==> config.mk <==
export PLATFORM = sky130hd
export DESIGN_NAME = qseq_ctrl
export DESIGN_NICKNAME = d
export VERILOG_FILES = /design/src/rtl/qseq_pkg.sv /design/src/rtl/qseq_step.sv /design/src/rtl/qseq_flags.sv /design/src/rtl/qseq_ctrl.sv
export SDC_FILE = /design/constraint.sdc
export NUM_CORES = 1
export LEC_CHECK = 0
export ABC_AREA = 0
export BUFFER_PORTS_ARGS = -buffer_cell sky130_fd_sc_hd__buf_2
export CAP_MARGIN = 20
export CORE_AREA = 4 4 49 55
export DETAILED_ROUTE_END_ITERATION = 6
export DIE_AREA = 0 0 53 59
export HOLD_SLACK_MARGIN = 0.03
export PLACE_DENSITY = 0.75
export REMOVE_ABC_BUFFERS = 1
export SETUP_SLACK_MARGIN = 0.05
export SYNTH_ARGS = -nofsm -noshare
export SYNTH_HDL_FRONTEND = slang
export SYNTH_HIERARCHICAL = 1
export SYNTH_SLANG_ARGS = --single-unit
==> constraint.sdc <==
create_clock -name clk -period 1.45 [get_ports clk]
set_input_delay 0.145 -clock clk [delete_from_list [all_inputs] [get_ports clk]]
set_output_delay 0.145 -clock clk [all_outputs]
set_load 0.02 [all_outputs]
==> src/rtl/qseq_pkg.sv <==
package qseq_pkg;
    localparam int NFLAG    = 3;
    localparam int FL_DONE  = 0;
    localparam int FL_MODF  = 1;
    localparam int FL_HALTA = 2;
endpackage

==> src/rtl/qseq_step.sv <==
// Pointer advance: next slot and whether the current slot ends the queue.
module qseq_step #(
    parameter int PTR_W = 4
) (
    input  logic [PTR_W-1:0] cur,
    input  logic [PTR_W-1:0] first,
    input  logic [PTR_W-1:0] last,
    input  logic             wrap,
    output logic [PTR_W-1:0] nxt,
    output logic             at_last
);
    always_comb begin
        at_last = (cur == last);
        if (at_last) begin
            nxt = wrap ? first : cur;
        end else begin
            nxt = cur + PTR_W'(1);   // modulo 2**PTR_W
        end
    end
endmodule

==> src/rtl/qseq_flags.sv <==
// Write-one-to-clear flag bank, set has priority.
module qseq_flags #(
    parameter int N = 3
) (
    input  logic [N-1:0] set_v,
    input  logic [N-1:0] clr_v,
    input  logic [N-1:0] cur_v,
    output logic [N-1:0] nxt_v
);
    for (genvar i = 0; i < N; i++) begin : g_flag
        assign nxt_v[i] = set_v[i] | (cur_v[i] & ~clr_v[i]);
    end
endmodule

==> src/rtl/qseq_ctrl.sv <==
module qseq_ctrl
    import qseq_pkg::*;
#(
    parameter int PTR_W = 4
) (
    input  logic             clk,
    input  logic             rst_n,
    input  logic             go,
    input  logic [PTR_W-1:0] cfg_first,
    input  logic [PTR_W-1:0] cfg_last,
    input  logic             cfg_wrap,
    input  logic             cfg_master,
    input  logic             halt_req,
    input  logic             freeze_in,
    input  logic             frz_en,
    input  logic             ie_done,
    input  logic             ie_halt,
    input  logic             ss_n,
    input  logic [NFLAG-1:0] stat_clr,
    input  logic             xfer_done,
    output logic             xfer_start,
    output logic [PTR_W-1:0] xfer_idx,
    output logic             seq_active,
    output logic             st_done,
    output logic             st_modf,
    output logic             st_halta,
    output logic [PTR_W-1:0] st_cptr,
    output logic             irq_out
);
    typedef struct packed {
        logic             en;
        logic             busy;
        logic             start;
        logic [PTR_W-1:0] ptr;
        logic [PTR_W-1:0] cptr;
        logic [NFLAG-1:0] flags;
    } seq_state_t;

    seq_state_t s_d, s_q;

    logic             hold, fault, complete, issue;
    logic [PTR_W-1:0] step_nxt;
    logic             step_last;
    logic [NFLAG-1:0] set_v, flags_nxt;

    qseq_step #(.PTR_W(PTR_W)) step_i (
        .cur     (s_q.ptr),
        .first   (cfg_first),
        .last    (cfg_last),
        .wrap    (cfg_wrap),
        .nxt     (step_nxt),
        .at_last (step_last)
    );

    qseq_flags #(.N(NFLAG)) flags_i (
        .set_v (set_v),
        .clr_v (stat_clr),
        .cur_v (s_q.flags),
        .nxt_v (flags_nxt)
    );

    always_comb begin
        hold     = halt_req | (freeze_in & frz_en);
        fault    = cfg_master & s_q.en & ~ss_n;
        complete = s_q.busy & xfer_done & ~fault;
        issue    = s_q.en & ~s_q.busy & ~hold & ~fault;

        set_v           = '0;
        set_v[FL_DONE]  = complete & step_last;
        set_v[FL_MODF]  = fault;
        set_v[FL_HALTA] = hold & ~s_q.busy;

        s_d       = s_q;
        s_d.start = 1'b0;
        if (fault) begin
            s_d.en   = 1'b0;
            s_d.busy = 1'b0;
        end else begin
            if (complete) begin
                s_d.busy = 1'b0;
                s_d.cptr = s_q.ptr;
                s_d.ptr  = step_nxt;
                if (step_last && !cfg_wrap) begin
                    s_d.en = 1'b0;
                end
            end
            if (issue) begin
                s_d.busy  = 1'b1;
                s_d.start = 1'b1;
            end
            if (!s_q.en && go) begin
                s_d.en  = 1'b1;
                s_d.ptr = cfg_first;
            end
        end
        s_d.flags = flags_nxt;
    end

    always_ff @(posedge clk) begin
        if (!rst_n) begin
            s_q <= '0;
        end else begin
            s_q <= s_d;
        end
    end

    assign xfer_start = s_q.start;
    assign xfer_idx   = s_q.ptr;
    assign seq_active = s_q.en;
    assign st_done    = s_q.flags[FL_DONE];
    assign st_modf    = s_q.flags[FL_MODF];
    assign st_halta   = s_q.flags[FL_HALTA];
    assign st_cptr    = s_q.cptr;
    assign irq_out    = (st_halta & ie_halt) | (st_done & ie_done);
endmodule

==> impl_metrics.yaml <==
global_route:
  grt_max_degree: 13
  grt_util_met1_pct: 18.7
  grt-ovfl-total: 0
  grt_busiest_layer: "met2"
  antenna_found_initial: 0
  grt_pass1_vias: 799
  grt_use_met2_pct: 23.4
  grt_usage_pct: 14.4
  grt_pass1_wl_um: 3460
  use_met3_pct: 2.77
synth:
  synth_seq_cells: 14
  synth_seq_area_share_pct: 32.1
  synthCells: 102
  syn_area_per_cell_um2: 8.56
  ys_warn_count: 6
  synthesis.area_um2: 873
  yosysUniqueCellTypes: 31
timing:
  fin_skew_ps: 0.957
  fin_crit_ps: 1590
  worstMarginPinSlew_ps: 281
  rsz0062_at_grt: "true"
  slew_headroom_pct: 81.1
  setup_slack_ps: -135
  maxSlewViolCount: 0
  fin_crit_sh_pct: 109
  finalSetupViolCount: 5
  fmaxAchievable_ghz: 0.631
  finalHoldViolations: 0
power:
  power.leakage_nw: 0.530
  power_density_nw_per_um2: 834
  max-vdd-ir-drop_v: 0.000653
route:
  drt_iter0_drc: 12
  wl_per_cell_um: 12.9
  via_per_inst: 5.06
  totalWireLength_um: 2160
  route.detailed.drc: 0
  num_vias: 850
  drtPass1Iterations: 4
  ant_nets: 0
status:
  violations: "setup timing"
  run_status: "complete, but fails checks"
final_layout:
  fillers: 216
  fin_area_um2: 1130
  area_delta_synth_final_pct: 29.8
  drive_above_1_share_pct: 45.7
  multiInputGateArea_um2: 510
  nets: 163
  diodes: 0
  seq_area_um2: 284
critical_path:
  critPathMaxFanout: 5
  critPathLaunchType: "register"
  required_ps: 1670
  criticalPathCategory: "reg2reg"
  cp-end-kind: "register"
  r2r_slack_ps: -140
  crit_arrival_ps: 1800
floorplanning:
  fp.dieArea_um2: 3130
  ios: 37
  die_y_um: 59
  die_w_um: 53
  start_util_pct: 40.0
  fp.coreArea_um2: 2180
  std_cell_rows: 18
clock_tree:
  htreeDepth: 1
  cts.path.max_buffers: 2
  cts_buffers: 3
  clk_latency_ps: 290
  cts_tree: "done"
  ctsHoldBuffers: 0
  cts.sinks: 14
  clock-root-buffer: "clkbuf_4"
  cts_setup_buffers: 0
  clk_pin_slew_ps: 90
placement:
  dpl_cell_area_um2: 1050
  place_ws_ps: -122
  dp.final_hpwl_um: 1620
  gp_congestion: 0.832
  io_buffers: 36
min_path:
  hp-class: "in2reg"
run:
  cap_violations: 0
Yosys cell counts (all sizes together):
master / number / area, µm²
nand2b: 1 / 6.26
nor2: 4 / 15.0
buf: 11 / 93.8
ha: 1 / 12.5
a21boi: 4 / 30.0
or3: 1 / 7.51
clkinv: 1 / 8.76
inv: 4 / 15.0
nor4: 1 / 12.5
o21ai: 12 / 60.1
a311oi: 1 / 15.0
xor2: 4 / 35.0
a22o: 1 / 8.76
a21o: 3 / 22.5
clkbuf: 1 / 3.75
a31oi: 4 / 25.0
nand3: 11 / 55.1
nand3b: 5 / 37.5
a21oi: 3 / 15.0
nand4: 2 / 12.5
dfxtp: 14 / 280
and3: 1 / 11.3
mux2i: 3 / 30.0
nand2: 2 / 7.51
or3b: 2 / 17.5
or2b: 1 / 7.51
and2: 4 / 27.5
worst max-delay path, stage by stage (launching register included):
cell,delay [ps]
dfxtp_2,350
xor2_2,150
nor4_4,340
buf_4,200
nand3b_1,90
nand4_1,120
nand3_1,90
a31oi_1,160
where the power goes:
group / internal [mW] / switching, mW / total [mW]
Clock: 0.153 / 0.140 / 0.293
Sequential: 0.404 / 0.0133 / 0.417
Combinational: 0.107 / 0.129 / 0.235
area by class of cell:
cell class | instances | share of cell area [%]
sequential | 14 | 25.1
inverter | 5 | 2.10
multi-input combinational | 71 | 45.0
clock buffer | 4 | 3.20
tap | 30 | 3.31
timing repair buffer | 44 | 21.3
path summary, 6_finish.rpt:
check / endpoint / depth (start not counted) / startpoint
worst max-delay path: xfer_idx[2] / 7 / xfer_idx[0]
worst min-delay path: s_q[12] / 3 / xfer_done
worst max register to register: xfer_idx[2] / 7 / xfer_idx[0]
worst min register to register: st_cptr[1] / 2 / st_cptr[1]
kinds of logic after synthesis:
family / after synthesis / synth area share [%]
multiplexers: 3 / 3.44
XOR/XNOR: 4 / 4.01
buffers and inverters: 17 / 13.9
flip-flops: 14 / 32.1
adder cells (fa/ha/maj): 1 / 1.43
AND/OR/NAND/NOR: 35 / 24.9
AO/OA/AOI/OAI: 28 / 20.2
repair_timing:
item,4_1_cts,5_1_grt
setup endpoints to repair,6,6
cloned,0,1
gates resized for setup,1,10
pin swaps,1,8
layout by cell type, fill, tap and decap left out, types with 4 or more instances in the layout:
master,synthesis,layout
a31oi_1,4,4
buf_2,0,37
buf_4,8,6
dfxtp_1,14,11
inv_1,4,4
nand3_1,11,10
nand3b_1,5,5
nor2_1,4,4
o21ai_0,12,12
registers in the layout, summed over array words and instances, names as in the netlist:
name,flops
st_cptr,4
xfer_idx,4
s_q,1
seq_active,1
st_done,1
st_halta,1
st_modf,1
xfer_start,1
metal layers:
| metal | vias to the layer above | part of all wire, % |
|---|---|---|
| met5 | - | 0 |
| met4 | 0 | 1.4 |
| met3 | 3 | 6.1 |
| met2 | 27 | 48 |
| met1 | 395 | 44 |
| li1 | 425 | - |
per-stage QoR:
stage / std cells / hold slack [ps] / TNS, ps / utilization, % / total power [mW]
after global placement: 163 / 446 / -182 / 47.9 / 0.633
after CTS: 167 / 146 / -538 / 49.6 / 0.929
after global routing: 168 / 144 / -868 / 51.9 / 1.00
after detailed placement: 163 / 451 / -561 / 47.9 / 0.639
final: 168 / 144 / -370 / 51.9 / 0.945
after floorplan: 90 / 267 / -2520 / - / 0.541
Power figures use the tool's default switching activity.
